$ cat src/rtl/tct_pkg.sv
package tct_pkg;
  // Mode field: bit0 selects reload, bit1 selects pulse output.
  typedef struct packed {
    logic pulse;
    logic cont;
  } tct_mode_t;

  localparam logic [1:0] REG_LEN  = 2'd0;
  localparam logic [1:0] REG_CTL  = 2'd1;
  localparam logic [1:0] REG_MODE = 2'd2;

  localparam int CMD_START_BIT = 0;
  localparam int CMD_STOP_BIT  = 1;
endpackage

$ cat src/rtl/tct_sync.sv
module tct_sync (
  input  logic clk,
  input  logic rst_n,
  input  logic async_in,
  output logic rise
);
  logic [2:0] sh_q;

  always_ff @(posedge clk or negedge rst_n) begin
    if (!rst_n) sh_q <= '0;
    else        sh_q <= {sh_q[1:0], async_in};
  end

  // sh_q[0], sh_q[1] form the synchroniser, sh_q[2] is the edge history
  assign rise = sh_q[1] & ~sh_q[2];

  AST_TICK_SINGLE: assert property (@(posedge clk) disable iff (!rst_n)
    rise |=> !rise);
endmodule

$ cat src/rtl/tct_regs.sv
module tct_regs
  import tct_pkg::*;
#(
  parameter int CNT_W = 14,
  parameter int DW    = 16
) (
  input  logic             clk,
  input  logic             rst_n,
  input  logic             cs,
  input  logic             wr,
  input  logic             rd,
  input  logic [1:0]       addr,
  input  logic [DW-1:0]    wdata,
  input  logic [CNT_W-1:0] cnt,
  input  logic             running,
  input  logic             tc_evt,
  output logic [CNT_W-1:0] len_q,
  output tct_mode_t        mode_q,
  output logic             start_p,
  output logic             stop_p,
  output logic [DW-1:0]    rdata
);
  logic flag_q;
  logic wr_en, rd_status;

  assign wr_en     = cs & wr;
  assign rd_status = cs & rd & (addr == REG_CTL);
  assign stop_p    = wr_en & (addr == REG_CTL) & wdata[CMD_STOP_BIT];
  assign start_p   = wr_en & (addr == REG_CTL) & wdata[CMD_START_BIT] & ~stop_p;

  always_ff @(posedge clk or negedge rst_n) begin
    if (!rst_n) begin
      len_q  <= '0;
      mode_q <= '0;
    end else if (wr_en) begin
      if (addr == REG_LEN)  len_q  <= wdata[CNT_W-1:0];
      if (addr == REG_MODE) mode_q <= wdata[1:0];
    end
  end

  always_ff @(posedge clk or negedge rst_n) begin
    if (!rst_n)         flag_q <= 1'b0;
    else if (tc_evt)    flag_q <= 1'b1;
    else if (rd_status) flag_q <= 1'b0;
  end

  always_comb begin
    rdata = '0;
    case (addr)
      REG_LEN:  rdata[CNT_W-1:0] = cnt;
      REG_CTL:  rdata[1:0]       = {running, flag_q};
      REG_MODE: rdata[1:0]       = mode_q;
      default:  rdata            = '0;
    endcase
  end

  AST_FLAG_SET: assert property (@(posedge clk) disable iff (!rst_n)
    tc_evt |=> flag_q);
  AST_FLAG_CLEAR: assert property (@(posedge clk) disable iff (!rst_n)
    rd_status && !tc_evt |=> !flag_q);
endmodule

$ cat src/rtl/tct_counter.sv
module tct_counter
  import tct_pkg::*;
#(
  parameter int CNT_W = 14
) (
  input  logic             clk,
  input  logic             rst_n,
  input  logic             tick,
  input  logic             start_p,
  input  logic             stop_p,
  input  logic [CNT_W-1:0] len_q,
  input  tct_mode_t        mode_q,
  output logic [CNT_W-1:0] cnt,
  output logic             running,
  output logic             tc_evt,
  output logic             tc_out
);
  localparam logic [CNT_W-1:0] ONE   = CNT_W'(1);
  localparam logic [CNT_W-1:0] MINL  = CNT_W'(2);

  function automatic logic [CNT_W-1:0] eff_len(input logic [CNT_W-1:0] l);
    return (l < MINL) ? MINL : l;
  endfunction

  function automatic logic sq_high(input logic [CNT_W-1:0] c,
                                   input logic [CNT_W-1:0] l);
    return c > (l >> 1);
  endfunction

  logic [CNT_W-1:0] act_len;
  logic             step;

  assign step   = running & tick & ~start_p & ~stop_p;
  assign tc_evt = step & (cnt == ONE);

  always_ff @(posedge clk or negedge rst_n) begin
    if (!rst_n) begin
      cnt     <= '0;
      running <= 1'b0;
      act_len <= MINL;
    end else if (stop_p) begin
      running <= 1'b0;
    end else if (start_p) begin
      act_len <= eff_len(len_q);
      cnt     <= eff_len(len_q);
      running <= 1'b1;
    end else if (tc_evt) begin
      if (mode_q.cont) begin
        cnt <= act_len;
      end else begin
        cnt     <= '0;
        running <= 1'b0;
      end
    end else if (step) begin
      cnt <= cnt - ONE;
    end
  end

  always_comb begin
    if (!running)         tc_out = 1'b1;
    else if (mode_q.pulse) tc_out = (cnt != ONE);
    else                  tc_out = sq_high(cnt, act_len);
  end

  AST_DEC_ONE: assert property (@(posedge clk) disable iff (!rst_n)
    step && cnt > ONE |=> cnt == $past(cnt) - ONE);
  AST_IDLE_HOLD: assert property (@(posedge clk) disable iff (!rst_n)
    !running && !start_p |=> $stable(cnt) && !running);
  AST_ONESHOT_STOP: assert property (@(posedge clk) disable iff (!rst_n)
    tc_evt && !mode_q.cont |=> !running && cnt == '0);
  AST_RELOAD: assert property (@(posedge clk) disable iff (!rst_n)
    tc_evt && mode_q.cont |=> running && cnt == act_len);
  AST_MIN_LEN: assert property (@(posedge clk) disable iff (!rst_n)
    start_p |=> running && cnt >= MINL);
  AST_RUN_RANGE: assert property (@(posedge clk) disable iff (!rst_n)
    running |-> cnt != '0 && cnt <= act_len);
endmodule

$ cat src/rtl/tc_timer.sv
module tc_timer
  import tct_pkg::*;
#(
  parameter int CNT_W = 14,
  parameter int DW    = 16
) (
  input  logic          clk,
  input  logic          rst_n,
  input  logic          tmr_clk,
  input  logic          cs,
  input  logic          wr,
  input  logic          rd,
  input  logic [1:0]    addr,
  input  logic [DW-1:0] wdata,
  output logic [DW-1:0] rdata,
  output logic          tc_out
);
  logic             tick;
  logic [CNT_W-1:0] len_q;
  tct_mode_t        mode_q;
  logic             start_p, stop_p;
  logic [CNT_W-1:0] cnt;
  logic             running, tc_evt;

  tct_sync u_sync (
    .clk      (clk),
    .rst_n    (rst_n),
    .async_in (tmr_clk),
    .rise     (tick)
  );

  tct_regs #(.CNT_W(CNT_W), .DW(DW)) u_regs (
    .clk     (clk),
    .rst_n   (rst_n),
    .cs      (cs),
    .wr      (wr),
    .rd      (rd),
    .addr    (addr),
    .wdata   (wdata),
    .cnt     (cnt),
    .running (running),
    .tc_evt  (tc_evt),
    .len_q   (len_q),
    .mode_q  (mode_q),
    .start_p (start_p),
    .stop_p  (stop_p),
    .rdata   (rdata)
  );

  tct_counter #(.CNT_W(CNT_W)) u_cnt (
    .clk     (clk),
    .rst_n   (rst_n),
    .tick    (tick),
    .start_p (start_p),
    .stop_p  (stop_p),
    .len_q   (len_q),
    .mode_q  (mode_q),
    .cnt     (cnt),
    .running (running),
    .tc_evt  (tc_evt),
    .tc_out  (tc_out)
  );

  AST_PULSE_ONLY_AT_TC: assert property (@(posedge clk) disable iff (!rst_n)
    mode_q.pulse && !tc_out |-> running && cnt == CNT_W'(1));
endmodule

$ cat config.mk
export PLATFORM = sky130hd
export DESIGN_NAME = tc_timer
export DESIGN_NICKNAME = d
export VERILOG_FILES = /design/src/rtl/tct_pkg.sv /design/src/rtl/tct_sync.sv /design/src/rtl/tct_regs.sv /design/src/rtl/tct_counter.sv /design/src/rtl/tc_timer.sv
export SDC_FILE = /design/constraint.sdc
export NUM_CORES = 1
export LEC_CHECK = 0
export BUFFER_PORTS_ARGS = -buffer_cell sky130_fd_sc_hd__buf_2
export CORE_MARGIN = 4
export CORE_UTILIZATION = 30
export CTS_BUF_LIST = sky130_fd_sc_hd__clkbuf_2 sky130_fd_sc_hd__clkbuf_4 sky130_fd_sc_hd__clkbuf_8
export DETAILED_ROUTE_END_ITERATION = 7
export GPL_ROUTABILITY_DRIVEN = 1
export MAX_ROUTING_LAYER = met4
export PLACE_DENSITY = 0.47
export SYNTH_ARGS = -nofsm -noshare
export SYNTH_HDL_FRONTEND = slang
export SYNTH_SLANG_ARGS = --single-unit
$ cat constraint.sdc
create_clock -name clk -period 1.9 [get_ports clk]
set_input_delay 0.19 -clock clk [delete_from_list [all_inputs] [get_ports clk]]
set_output_delay 0.19 -clock clk [all_outputs]
set_load 0.005 [all_outputs]
# --- Word-level counts from Yosys, hierarchy flattened ---
# Index checks and enable logic that the tools add are counted.
word_totals:
  ff_bits: 49
  input_bits: 24
  elab_cells: 55
op_classes:
  muxes: 15
  eq_ne: 5
  reduce_logical: 9
  n_bitwise: 15
  add_sub_neg: 1
  magnitude_cmp: 2
ops:
  columns: ["cell", "n"]
  rows:
  - ["14-bit 2-to-1 mux", 5]
  - ["14-bit by 1-bit == test with 1-bit output (second input constant)", 1]
  - ["14-bit by 13-bit greater-than comparator with 1-bit output", 1]
  - ["14-bit by 2-bit < comparator with 1-bit output (second input constant)", 1]
  - ["14-bit by 1-bit != test with 1-bit output (second input constant)", 1]
  - ["14-bit by 1-bit subtractor with 14-bit output (second input constant)", 1]
  - ["1-bit bitwise AND", 12]
  - ["12-bit 2-to-1 mux", 1]
  - ["2-bit AND reduction", 5]
  - ["1-bit 2-to-1 mux", 8]
  - ["2-bit case mux with 3 select lines", 1]
  - ["3-bit nonzero test", 2]
  - ["3-bit by 1-bit != test with 1-bit output (second input constant)", 1]
  - ["1-bit NOT", 3]
  - ["2-bit by 1-bit == test with 1-bit output (second input constant)", 1]
  - ["2-bit == test (second input constant)", 1]
  - ["2-bit zero test", 1]
  - ["2-bit nonzero test", 1]

# --- Depth between registers and ports, before layout ---
logic_depth:
  word_depth: 12
  ltp_mapped: 9
  mapped_depth_nobuf: 7

# --- Cells and area by module ---
# Synthesis repeated with hierarchy kept, for this count alone.
unflattened:
  cells_unflattened: 304
  hier_area_um2: 3000.4
modules_own_cells:
  columns: ["module", "cells_each", "area_each_um2", "n_inst"]
  rows:
  - ["tct_counter", 234, 2018.2, 1]
  - ["tct_regs", 66, 893.4, 1]
  - ["tct_sync", 4, 88.8, 1]

# --- Worst setup path before layout ---
# No wires, ideal clock.
synth_path:
  path_kind: "reg2out"
  from: "reg u_cnt.cnt[11]"
  to: "out tc_out"
  n_path_buf: 0
  slack_ns: -0.074
  t_required_ns: 1.710
  path_stages_with_launch: 7
  arrival_ns: 1.784
  cell_sequence: "dfrtp_1 > ha_1 > nand3_1 > or4_1 > nor4_1 > or3_1 > nand4_1"
synth_via:
  elab_chain_len: 3
  word_cells_on_any_way: 4
  cone_classes: "order compare (1); eq/ne (1); mux (2)"
synth_lines:
  columns: ["item", "line", "source"]
  rows:
  - ["start: declaration", "tct_counter.sv:13", "output logic [CNT_W-1:0] cnt,"]
  - ["start signal: assignment", "tct_counter.sv:45", "cnt <= eff_len(len_q);"]
  - ["start signal: assignment", "tct_counter.sv:49", "cnt <= act_len;"]
  - ["start signal: assignment", "tct_counter.sv:55", "cnt <= cnt - ONE;"]
  - ["14-bit by 13-bit greater-than comparator with 1-bit output or 14-bit by 1-bit != test with 1-bit output (tied branches)", "tct_counter.sv:27, tct_counter.sv:61", null]
  - ["1-bit 2-to-1 mux *", "tct_counter.sv:61", "else if (mode_q.pulse) tc_out = (cnt != ONE);"]
  - ["1-bit 2-to-1 mux *", "tct_counter.sv:60", "if (!running) tc_out = 1'b1;"]
  - ["end: declaration", "tc_timer.sv:16", "output logic tc_out"]
# Every way passes the cells marked *; elsewhere a longest branch is shown, timed or not.

# --- Worst setup path after layout ---
layout_path:
  from: "reg u_cnt.cnt[7]"
  to: "out tc_out"
# Same word-level chain as after synthesis.

==> flow_summary.yaml <==
sta:
  fin_ws_ps: -417
  setup_viol: 2
  tightest_slew_ps: 792
  clock.fmax_ghz: 0.432
  period_share_pct: 122
  slew_viol_final: 0
  rsz0062_at_grt: "true"
  maxSlewHeadroom_pct: 47.2
  period_minus_slack_ps: 2320
  hold_violations: 0
  fin_skew_ps: 10.7
  setup-tns-final_ps: -453
die:
  core_um2: 9680
  die_area_um2: 11500
  die_x_um: 107
  dieHeight_um: 107
  fp-row-count: 36
  start_util_pct: 30.6
  ios: 41
yosys:
  synthAdderAreaFrac_pct: 6.32
  synthMuxAreaShare_pct: 7.42
  synth_top_family_by_area: "simple AND/OR/NAND/NOR gates"
  synth-compound-area-share_pct: 14.8
  synth_top_cell_area_share_pct: 40.5
  synth_xor_area_share_pct: 2.95
  yosys-top-cells-area: "dfrtp_1 (40%), ha_1 (6.3%), mux2_2 (6.1%)"
  ys_seq_area_share_pct: 41.4
  async_reset_ff_share_pct: 100
  synth_seq_cells: 49
  synth-main-ff-cell: "dfrtp_1"
  synth_top_area_cell: "dfrtp_1"
  syn_area_um2: 2970
  synth_simple_gate_area_share_pct: 19.6
  synthCells: 301
  synth_cell_type_count: 58
  synth_edf_count: 0
  syn_area_per_cell_um2: 9.86
  synth_warnings: 0
setup_path:
  crit_path_end_kind: "output port"
  worst_setup_path_start_kind: "flip-flop"
  critPathBufInv: 1
  max_stage_delay_ps: 540
  critical-path-slowest-cell: "or4_4"
  cp_max_fo: 2
  worst_ep_required_time_ps: 1710
  critPathKind: "flip-flop to output port"
  path_cells: "ha_4 > nand2_2 > or4_4 > nor3_1 > o41ai_1 > nand4_1 > buf_2"
  crit_family: "simple AND/OR/NAND/NOR gates"
  arrival_ps: 2130
  r2r_setup_slack_ps: -40
power:
  comb_power_share_pct: 47.1
  power_density_nw_per_um2: 1180
  ir_drop_v: 0.000472
  power_switching_uw: 1800
  p_leak_uw: 0.00178
  p_clk_share_pct: 16.9
  p_int_uw: 2930
  total_power_uw: 4730
  switching_share_pct: 38.0
  seqPwrFrac_pct: 36.0
final_layout:
  final_cell_area_um2: 3990
  syn_to_final_growth_pct: 34.5
  drive_above_1_share_pct: 42.3
  instances_no_fill: 521
  final_common_cell: "dfrtp_1"
  nNetsFinal: 426
  final_cell_mix: "dfrtp_1 (48), buf_4 (47), buf_2 (36)"
  antenna_cells: 0
detailed_routing:
  highest_layer: "met4"
  routed-wl-met3_um: 329
  vias_per_cell: 4.91
  via_count: 2556
  drtIter0Drc: 120
  final_antenna_net_count: 0
  wire_per_inst_um: 16.6
  wl_met1_um: 4000
  drt_pass1_iterations: 5
  wl_um: 8670
  dr_wl_met2_um: 4300
  drcViolationCount: 0
clock_network:
  clkSinkCount: 49
  numCtsBuffers: 5
  h-tree-depth: 2
  path_clk_slew_ps: 100
  cts_buffer_depth: 2
  cts_root_buf: "clkbuf_8"
  clock_latency_ps: 310
  tritoncts: "built"
grt:
  grt_pass1_wl_um: 13700
  grt.total_usage_pct: 15.6
  grt_pass1_vias: 2614
  antenna_found_initial: 0
  globalRoute.totalOverflow: 0
  grt_start_max_net_pins: 25
job:
  maxCapViolCount: 0
status:
  status: "complete, but fails checks"
  violations: "negative setup slack"
placement:
  place_hpwl_um: 6410
  gp_congestion: 0.826
  placed_area_um2: 3570
  dpl_worst_slack_ps: -284
  portBuffers: 36
  dp.cells: 504
worst_hold_path:
  hold_class: "primary input to flip-flop"
==> power groups by stage <==
stage	clock network (uW)	logic (uW)	registers (uW)
3_3_place_gp	0	1920	1680
4_1_cts	824	2070	1680
6_report	798	2220	1700
5_1_grt	877	2470	1740
3_5_place_dp	0	1920	1690
2_1_floorplan	0	1150	1640
==> Yosys cell counts, drive strengths merged (2+ instances only) <==
master and number:
dfrtp 48, nand2 32, a21oi 16, buf 16, inv 16, mux2 16, o21ai 16, ha 15
and2 11, nor2 11, nor3 10, xnor2 10, nand3 8, a31oi 7, nor4 7, o22ai 6
nand4 5, mux2i 4, nand3b 4, o21a 4, a21o 3, and3 3, clkbuf 3, nor3b 3
o211ai 3, a21boi 2, a22oi 2, nor2b 2, o311ai 2
==> worst paths after layout <==
path | start | end | cells after the start
setup / recovery | u_cnt.cnt[7] | tc_out | 7
hold / removal | wdata[11] | u_regs.len_q[11] | 2
setup reg to reg | u_cnt.cnt[1] | u_cnt.cnt[0] | 11
hold reg to reg | u_sync.sh_q[0] | u_sync.sh_q[1] | 0
max in group asynchronous | rst_n | u_cnt.act_len[1] | 3
min in group asynchronous | rst_n | u_cnt.cnt[13] | 2
==> metal layers <==
metal	GRT usage (%)	up-vias
li1	-	1244
met1	20.9	1262
met2	25.6	48
met3	2.34	2
met4	2.89	0
met5	-	-
==> worst register-to-register path: cells and delay by family (launching register included) <==
| kind | cells | cell delay [ps] |
|---|---|---|
| compound gates | 2 | 280 |
| mux | 1 | 120 |
| fa+ha+maj | 1 | 110 |
| flops | 1 | 420 |
| simple gates | 2 | 300 |
| buf+inv | 5 | 630 |
==> flip-flops by register name (all words and copies together) (netlist names) <==
signal and count:
u_cnt.cnt 14, u_cnt.running 1, u_regs.flag_q 1, u_sync.sh_q 3, u_regs.mode_q 2, u_cnt.act_len 14, u_regs.len_q 14
==> repair_timing <==
action	4_1_cts	5_1_grt
hold buffers	2	0
pin swaps	15	9
gates resized for setup	29	25
endpoints found under the setup margin	3	17
endpoints found under the hold margin	17	0
setup buffers	4	8
==> logic make-up after synthesis <==
group / after synthesis
AO/OA/AOI/OAI: 68
XOR/XNOR: 10
flip-flops: 49
adder cells (fa/ha/maj): 15
other: 1
buffers and inverters: 35
AND/OR/NAND/NOR: 103
multiplexers: 20
==> final cells by class <==
class	instances	area [um2]
fillers	999	5690
multi-input cells	218	1710
flip-flops and latches	49	1230
repair buffers	97	709
well taps	133	166
clock buffers	6	76.3
inverters	16	62.6
clock inverters	2	38.8
==> through the flow <==
step                hold slack [ps]  utilization (%)
finish                          110             41.2
global route                   91.4             41.2
CTS                             101             39.9
detailed placement              168             36.9
global placement                175             36.9
floorplan                      -106                -
No activity file was read; power rests on OpenSTA's default activity.
